[config.mk]
export PLATFORM = sky130hd
export DESIGN_NAME = osdc_compositor
export DESIGN_NICKNAME = d
export VERILOG_FILES = /design/src/rtl/osdc_pkg.sv /design/src/rtl/osdc_win_en.sv /design/src/rtl/osdc_win_hit.sv /design/src/rtl/osdc_merge.sv /design/src/rtl/osdc_compositor.sv
export SDC_FILE = /design/constraint.sdc
export NUM_CORES = 1
export LEC_CHECK = 0
export BUFFER_PORTS_ARGS = -buffer_cell sky130_fd_sc_hd__buf_2
export CORE_MARGIN = 2
export CORE_UTILIZATION = 58
export CTS_BUF_LIST = sky130_fd_sc_hd__clkbuf_16
export DETAILED_ROUTE_END_ITERATION = 8
export HOLD_SLACK_MARGIN = 0.05
export PLACE_DENSITY_LB_ADDON = 0.15
export SLEW_MARGIN = 20
export SYNTH_ARGS = -nofsm -noshare
export SYNTH_HDL_FRONTEND = slang
export SYNTH_SLANG_ARGS = --single-unit
[constraint.sdc]
create_clock -name clk -period 1.76 [get_ports clk]
set_clock_uncertainty 0.2 [all_clocks]
set_input_delay 0.088 -clock clk [delete_from_list [all_inputs] [get_ports clk]]
set_output_delay 0.088 -clock clk [all_outputs]
set_load 0.05 [all_outputs]
[src/rtl/osdc_pkg.sv]
package osdc_pkg;

    localparam int SHD_CODE_W = 2;
    localparam int SPAN_W     = SHD_CODE_W + 2;
    localparam int RGB_W      = 3;

    typedef logic [RGB_W-1:0] rgb_t;

    // Shadow extent in dots or lines: codes 0..3 give 2, 4, 6, 8
    function automatic logic [SPAN_W-1:0] shd_span(input logic [SHD_CODE_W-1:0] code);
        return SPAN_W'({code, 1'b0}) + SPAN_W'(2);
    endfunction

endpackage

[src/rtl/osdc_win_en.sv]
module osdc_win_en #(
    parameter int NWIN  = 4,
    parameter int IDX_W = 2
) (
    input  logic             clk,
    input  logic             rst_n,
    input  logic             we,
    input  logic [IDX_W-1:0] idx,
    input  logic             val,
    input  logic             clr,
    output logic [NWIN-1:0]  en_q
);

    always_ff @(posedge clk or negedge rst_n) begin
        if (!rst_n) begin
            en_q <= '0;
        end else if (clr) begin
            en_q <= '0;
        end else if (we) begin
            en_q[idx] <= val;
        end
    end


    clr_wins_chk: assert property (@(posedge clk) disable iff (!rst_n)
        clr |=> (en_q == '0));


    single_write_chk: assert property (@(posedge clk) disable iff (!rst_n)
        (we && !clr) |=> (en_q[$past(idx)] == $past(val)));

endmodule

[src/rtl/osdc_win_hit.sv]
module osdc_win_hit
    import osdc_pkg::*;
#(
    parameter int ROW_W  = 4,
    parameter int COL_W  = 5,
    parameter int X_W    = 10,
    parameter int Y_W    = 10,
    parameter int CELL_W = 12,
    parameter int CELL_H = 18
) (
    input  logic                  clk,
    input  logic                  rst_n,
    input  logic [X_W-1:0]        x,
    input  logic [Y_W-1:0]        y,
    input  logic                  en,
    input  logic                  shd_en,
    input  logic [ROW_W-1:0]      row_lo,
    input  logic [ROW_W-1:0]      row_hi,
    input  logic [COL_W-1:0]      col_lo,
    input  logic [COL_W-1:0]      col_hi,
    input  logic [SHD_CODE_W-1:0] sw_code,
    input  logic [SHD_CODE_W-1:0] sh_code,
    output logic                  body_o,
    output logic                  shd_o
);

    localparam int XE = X_W + 1;
    localparam int YE = Y_W + 1;

    logic [XE-1:0] xw, x_lo, x_hi, sx_lo, sx_hi, sw;
    logic [YE-1:0] yw, y_lo, y_hi, sy_lo, sy_hi, sh;
    logic          geo_ok, in_rect, in_shift;

    always_comb begin
        xw    = XE'(x);
        yw    = YE'(y);
        sw    = XE'(shd_span(sw_code));
        sh    = YE'(shd_span(sh_code));
        x_lo  = XE'(col_lo) * XE'(CELL_W);
        x_hi  = XE'(col_hi) * XE'(CELL_W) + XE'(CELL_W - 1);
        y_lo  = YE'(row_lo) * YE'(CELL_H);
        y_hi  = YE'(row_hi) * YE'(CELL_H) + YE'(CELL_H - 1);
        sx_lo = x_lo + sw;
        sx_hi = x_hi + sw;
        sy_lo = y_lo + sh;
        sy_hi = y_hi + sh;
    end

    always_comb begin
        geo_ok   = en && (row_lo <= row_hi) && (col_lo <= col_hi);
        in_rect  = (xw >= x_lo) && (xw <= x_hi) && (yw >= y_lo) && (yw <= y_hi);
        in_shift = (xw >= sx_lo) && (xw <= sx_hi) && (yw >= sy_lo) && (yw <= sy_hi);
        body_o   = geo_ok && in_rect;
        shd_o    = geo_ok && shd_en && in_shift && !in_rect;
    end


    bad_geom_chk: assert property (@(posedge clk) disable iff (!rst_n)
        ((row_lo > row_hi) || (col_lo > col_hi)) |-> (!body_o && !shd_o));


    body_shd_excl_chk: assert property (@(posedge clk) disable iff (!rst_n)
        !(body_o && shd_o));


    shd_needs_en_chk: assert property (@(posedge clk) disable iff (!rst_n)
        !shd_en |-> !shd_o);

endmodule

[src/rtl/osdc_merge.sv]
module osdc_merge
    import osdc_pkg::*;
#(
    parameter int NWIN = 4
) (
    input  logic                  vld,
    input  logic                  glyph,
    input  rgb_t                  fg,
    input  rgb_t                  bg,
    input  logic [NWIN-1:0]       body,
    input  logic                  shd_any,
    input  logic [NWIN*RGB_W-1:0] win_rgb,
    input  rgb_t                  shd_rgb,
    input  logic                  char_only,
    input  logic                  act_hi,
    output rgb_t                  rgb,
    output logic                  blank
);

    rgb_t win_c;
    logic char_zone, win_zone, active;

    // Lowest index is visited last, so it takes the dot
    always_comb begin
        win_c = '0;
        for (int i = NWIN - 1; i >= 0; i--) begin
            if (body[i]) begin
                win_c = win_rgb[i*RGB_W +: RGB_W];
            end
        end
    end

    always_comb begin
        rgb = '0;
        if (vld) begin
            if (glyph) begin
                rgb = fg;
            end else if (bg != '0) begin
                rgb = bg;
            end else if (|body) begin
                rgb = win_c;
            end else if (shd_any) begin
                rgb = shd_rgb;
            end
        end
    end

    always_comb begin
        char_zone = glyph || (bg != '0);
        win_zone  = (|body) || shd_any;
        active    = vld && (char_zone || (!char_only && win_zone));
        blank     = act_hi ? active : !active;
    end

endmodule

[src/rtl/osdc_compositor.sv]
module osdc_compositor
    import osdc_pkg::*;
#(
    parameter int NWIN   = 4,
    parameter int ROW_W  = 4,
    parameter int COL_W  = 5,
    parameter int DOT_W  = 4,
    parameter int LINE_W = 5,
    parameter int CELL_W = 12,
    parameter int CELL_H = 18
) (
    input  logic                       clk,
    input  logic                       rst_n,
    input  logic                       pix_vld,
    input  logic [ROW_W-1:0]           row_idx,
    input  logic [COL_W-1:0]           col_idx,
    input  logic [DOT_W-1:0]           dot_idx,
    input  logic [LINE_W-1:0]          line_idx,
    input  logic                       glyph_bit,
    input  logic [2:0]                 fg_rgb,
    input  logic [2:0]                 bg_rgb,
    input  logic [NWIN*ROW_W-1:0]      win_row_lo,
    input  logic [NWIN*ROW_W-1:0]      win_row_hi,
    input  logic [NWIN*COL_W-1:0]      win_col_lo,
    input  logic [NWIN*COL_W-1:0]      win_col_hi,
    input  logic [NWIN-1:0]            win_shd_en,
    input  logic [NWIN*3-1:0]          win_rgb,
    input  logic [NWIN*2-1:0]          shd_w_code,
    input  logic [NWIN*2-1:0]          shd_h_code,
    input  logic [2:0]                 shd_rgb,
    input  logic                       en_we,
    input  logic [$clog2(NWIN)-1:0]    en_idx,
    input  logic                       en_val,
    input  logic                       clr_win,
    input  logic                       blank_char_only,
    input  logic                       blank_act_hi,
    output logic [2:0]                 rgb_out,
    output logic                       blank_out
);

    localparam int IDX_W = $clog2(NWIN);
    localparam int X_W   = $clog2((2**COL_W) * CELL_W) + 1;
    localparam int Y_W   = $clog2((2**ROW_W) * CELL_H) + 1;

    // ---------------- stage 0: dot coordinates and window hits
    logic [X_W-1:0]  pix_x;
    logic [Y_W-1:0]  pix_y;
    logic [NWIN-1:0] win_en;
    logic [NWIN-1:0] hit_body, hit_shd;

    assign pix_x = X_W'(col_idx) * X_W'(CELL_W) + X_W'(dot_idx);
    assign pix_y = Y_W'(row_idx) * Y_W'(CELL_H) + Y_W'(line_idx);

    osdc_win_en #(
        .NWIN  (NWIN),
        .IDX_W (IDX_W)
    ) en_regs_i (
        .clk   (clk),
        .rst_n (rst_n),
        .we    (en_we),
        .idx   (en_idx),
        .val   (en_val),
        .clr   (clr_win),
        .en_q  (win_en)
    );

    for (genvar g = 0; g < NWIN; g++) begin : g_win
        osdc_win_hit #(
            .ROW_W  (ROW_W),
            .COL_W  (COL_W),
            .X_W    (X_W),
            .Y_W    (Y_W),
            .CELL_W (CELL_W),
            .CELL_H (CELL_H)
        ) hit_i (
            .clk     (clk),
            .rst_n   (rst_n),
            .x       (pix_x),
            .y       (pix_y),
            .en      (win_en[g]),
            .shd_en  (win_shd_en[g]),
            .row_lo  (win_row_lo[g*ROW_W +: ROW_W]),
            .row_hi  (win_row_hi[g*ROW_W +: ROW_W]),
            .col_lo  (win_col_lo[g*COL_W +: COL_W]),
            .col_hi  (win_col_hi[g*COL_W +: COL_W]),
            .sw_code (shd_w_code[g*SHD_CODE_W +: SHD_CODE_W]),
            .sh_code (shd_h_code[g*SHD_CODE_W +: SHD_CODE_W]),
            .body_o  (hit_body[g]),
            .shd_o   (hit_shd[g])
        );
    end

    // ---------------- stage 1 registers
    logic                  s1_vld, s1_glyph, s1_shd, s1_char_only, s1_act_hi;
    rgb_t                  s1_fg, s1_bg, s1_shd_rgb;
    logic [NWIN-1:0]       s1_body;
    logic [NWIN*RGB_W-1:0] s1_win_rgb;

    always_ff @(posedge clk or negedge rst_n) begin
        if (!rst_n) begin
            s1_vld       <= 1'b0;
            s1_glyph     <= 1'b0;
            s1_fg        <= '0;
            s1_bg        <= '0;
            s1_body      <= '0;
            s1_shd       <= 1'b0;
            s1_win_rgb   <= '0;
            s1_shd_rgb   <= '0;
            s1_char_only <= 1'b0;
            s1_act_hi    <= 1'b1;
        end else begin
            s1_vld       <= pix_vld;
            s1_glyph     <= glyph_bit;
            s1_fg        <= fg_rgb;
            s1_bg        <= bg_rgb;
            s1_body      <= hit_body;
            s1_shd       <= |hit_shd;
            s1_win_rgb   <= win_rgb;
            s1_shd_rgb   <= shd_rgb;
            s1_char_only <= blank_char_only;
            s1_act_hi    <= blank_act_hi;
        end
    end

    // ---------------- stage 2: merge and output registers
    rgb_t mix_rgb;
    logic mix_blank;

    osdc_merge #(
        .NWIN (NWIN)
    ) merge_i (
        .vld       (s1_vld),
        .glyph     (s1_glyph),
        .fg        (s1_fg),
        .bg        (s1_bg),
        .body      (s1_body),
        .shd_any   (s1_shd),
        .win_rgb   (s1_win_rgb),
        .shd_rgb   (s1_shd_rgb),
        .char_only (s1_char_only),
        .act_hi    (s1_act_hi),
        .rgb       (mix_rgb),
        .blank     (mix_blank)
    );

    always_ff @(posedge clk or negedge rst_n) begin
        if (!rst_n) begin
            rgb_out   <= '0;
            blank_out <= 1'b0;
        end else begin
            rgb_out   <= mix_rgb;
            blank_out <= mix_blank;
        end
    end


    glyph_wins_chk: assert property (@(posedge clk) disable iff (!rst_n)
        (s1_vld && s1_glyph) |=> (rgb_out == $past(s1_fg)));


    top_window_chk: assert property (@(posedge clk) disable iff (!rst_n)
        (s1_vld && !s1_glyph && (s1_bg == '0) && s1_body[0])
            |=> (rgb_out == $past(s1_win_rgb[RGB_W-1:0])));


    outside_dark_chk: assert property (@(posedge clk) disable iff (!rst_n)
        !s1_vld |=> ((rgb_out == '0) && (blank_out == !$past(s1_act_hi))));


    char_only_chk: assert property (@(posedge clk) disable iff (!rst_n)
        (s1_char_only && !s1_glyph && (s1_bg == '0))
            |=> (blank_out == !$past(s1_act_hi)));

endmodule

==> reports/qor.txt <==
simple-gate portion of the synthesized area: 15.0%
Netlist Area Pre-Place: 0.0140 sq mm
largest family of logic cells by synthesized area: adder cells
CTS Buf Count: 5
Final Hold Viols: 0
worst reg2reg startpoint: s1_shd$_DFF_PN0_
IO Count: 146
unrepaired setup endpoints after global routing: true
Die Y-Extent: 159 microns
nets: 2980
Crit path required time: 1.72 ns
Post-Synth Adder-Cell Area: 43.3%
WP data arrival: 3.33 ns
reg-to-reg endpoint: rgb_out[0]$_DFF_PN0_
failing checks: setup timing
Worst Hold Class: input pin to flip-flop
Pleak: 10.5 nW
first-pass detailed-route iteration total: 5
post-DP HPWL: 37100 microns
initial antenna violation count: 0
mux share of post-synthesis cell area: 0.502%
clk sinks: 38
Post-synth EDFFs: 0
Total Neg Setup Slack: -7.75 ns
Area Growth Syn to Fin: 42.8%
ys async rst share: 100%
Post-Place Worst Slack: -2.11 ns
status: finished, violations left
GRT Residual Overflow: 0
sequential area share after synthesis: 6.82%
worst setup margin: -1.60 ns
CP peak stage delay: 0.54 ns
P per Cell Area: 628 mW/mm^2
Hold Path End: en_regs_i.en_q[1]$_DFFE_PN0P_
Setup Viol. Count Final: 8
Min-Delay Path Depth: 5
drt first-iter violations: 735
Post-Route WL: 46300 microns
FF-to-FF setup slack: -0.23 ns
Slew Viols, Final: 0
Critical Path Start: col_idx[1]
die area: 0.0253 sq mm
CTS max path bufs: 2
syn nets: 2303
ys flop type: dfrtp_1
# rows: 56
endpoint type of the worst setup path: flip-flop
share of cells above drive strength 1: 31.4%
crit path launch type: input pin
fmax: 0.298 GHz
Fillers: 1454
Syn Inst Count: 1692
Tmin final: 3.36 ns
Sequential cell area: 956 sq um
starting density of the core: 59.3%
Worst Max-Slew Pin Slew: 0.670 ns
Final Core Density: 84.7%
# diodes: 0
vias in the first global route: 16400
IO buf count: 145
CTS tree: built
DIE WIDTH: 159 microns
worst-path fanout max: 5
Worst VDD drop: 0.450 mV
via count: 15600
unique cell type count in the Yosys netlist: 70
CP bufs+invs: 2
H-Tree Depth: 2
Worst-path clk slew: 0.07 ns
XOR/XNOR Fraction of Synth Area: 10.2%
CP top delay family: compound AO/OA/AOI/OAI gates
Slew HR: 55.3%
YS warnings: 0
Core ar.: 0.0235 sq mm
drt wl/cell: 17.2 microns
hold path start: en_we
Global Route Usage Sum: 35.0%
Final period util: 191%
largest net degree at the start of global routing: 32
first-pass GRT wire length: 74600 microns
crit-path cells: buf_8, ha_4, fa_2, a21oi_2, o21bai_4, xnor2_4, o21ai_2, o41ai_2, a221o_2, buf_4, ha_1, o21a_1, a211oi_2, or4_4, a32oi_1, nand3_1
final routed DRC violation total: 0
Skew-Pair Late Insertion Delay: 0.29 ns
Synth Register Bits: 38
Multi-input gate area: 0.0128 sq mm
final antenna-violating net count: 0
root buf cell: clkbuf_16
Max Cap Viol: 0
r2r worst-path depth: 6
GP Congestion: 0.928
Synth Area in Compound Gates: 19.3%
via density per instance: 5.79
critical path class: input pin to flip-flop
Mapped Avg Cell Area: 8.25 sq um
Slowest cell on crit path: or4_4
==> cells by family after synthesis <==
| kind of cell | Yosys count |
|---|---|
| buffers and inverters | 181 |
| muxes | 7 |
| and+or+nand+nor | 419 |
| xor gates and xnor gates | 161 |
| DFF | 38 |
| AOI/OAI and AO/OA | 417 |
| adders and majority gates | 469 |
==> synth_stat cells, types with 12 or more instances <==
| cell type | instances | area share, % |
|---|---|---|
| a21oi_1 | 111 | 4.0 |
| nand2b_1 | 21 | 0.94 |
| fa_1 | 23 | 3.3 |
| inv_1 | 176 | 4.7 |
| o211ai_1 | 12 | 0.65 |
| nor2_1 | 97 | 2.6 |
| o21ai_0 | 99 | 3.5 |
| xnor2_1 | 105 | 6.6 |
| nor3_1 | 41 | 1.5 |
| ha_1 | 446 | 40 |
| nand4_1 | 39 | 1.7 |
| a21o_1 | 58 | 3.1 |
| dfrtp_1 | 37 | 6.6 |
| xor2_1 | 55 | 3.5 |
| nand3_1 | 50 | 1.8 |
| a211oi_1 | 27 | 1.5 |
| nand2_1 | 87 | 2.3 |
| nor2b_1 | 23 | 1.0 |
| o21a_1 | 13 | 0.70 |
==> routing by layer <==
layer / up-vias / part of all wire [%] / GRT usage, %
li1: 7561 / - / -
met1: 7354 / 40 / 39.9
met2: 483 / 50 / 65.9
met3: 174 / 4.8 / 3.41
met4: 0 / 4.9 / 15.7
met5: - / 0 / 0
==> repair_timing <==
| item | 4_1_cts | 5_1_grt |
|---|---|---|
| setup buffers | 4 | 10 |
| gates resized for setup | 44 | 36 |
| endpoints found under the hold margin | 66 | 0 |
| setup endpoints to repair | 7 | 8 |
| hold buffers | 32 | 0 |
| pin swaps | 28 | 15 |
==> state kept, by name, indices dropped and copies added (netlist names), 3 cells and up <==
register and flops:
s1_shd_rgb 3, rgb_out 3, en_regs_i.en_q 4, s1_win_rgb 12, s1_fg 3, s1_body 4
s1_bg 3
==> how the worst max path moves through the flow <==
| stage | cells after the start | end | slack (ns) |
|---|---|---|---|
| after floorplan | 14 | s1_shd$_DFF_PN0_ | -1.68 |
| after global placement | 19 | s1_shd$_DFF_PN0_ | -2.02 |
| after detailed placement | 19 | s1_shd$_DFF_PN0_ | -2.11 |
| after CTS | 19 | s1_shd$_DFF_PN0_ | -1.62 |
| after global routing | 19 | s1_shd$_DFF_PN0_ | -1.84 |
| final | 16 | s1_shd$_DFF_PN0_ | -1.60 |
==> through the flow <==
stage	area, sq um	hold slack, ns	cells	power [W]
final	19900	0.0801	2689	0.0125
after global routing	19900	0.0833	2689	0.0137
after CTS	19700	0.0555	2681	0.0121
after detailed placement	19000	-0.268	2637	0.0107
after global placement	19000	-0.273	2637	0.0102
after floorplan	14100	-0.408	1692	0.00666
==> power by group <==
group	internal, W	leakage, nW	switching (W)
Clock	0.000815	0.0940	0.000383
Combinational	0.00514	9.95	0.00524
Sequential	0.000915	0.460	0.0000290
Total	0.00687	10.5	0.00565
==> worst min-delay path, stage by stage <==
cell	delay [ns]
buf_2	0.12
nand2_1	0.06
nor2_1	0.06
mux2i_1	0.14
nor2_1	0.06
==> area by class of cell <==
cell class              instances  share of cell area (%)
clock inverters                 3                   0.345
well taps                     319                    2.00
multi-input cells            1473                    64.3
inverters                     176                    3.31
repair buffers                675                    24.6
clock buffers                   5                   0.628
flip-flops and latches         38                    4.79
==> placed cells by master, fill, tap and decap left out, drive strengths merged, types with 11 or more instances in the layout <==
master	n
nand2	87
inv	176
xor2	55
dlygate4sd3	31
buf	643
ha	446
nor3	41
o21a	13
nand3	50
fa	23
a211oi	29
o211ai	12
nand4	39
nor2	97
nand2b	21
xnor2	106
a21oi	112
dfrtp	37
o21ai	100
a21o	58
nor2b	23
o22ai	11
Note: power is estimated with default switching activity, not from simulation.
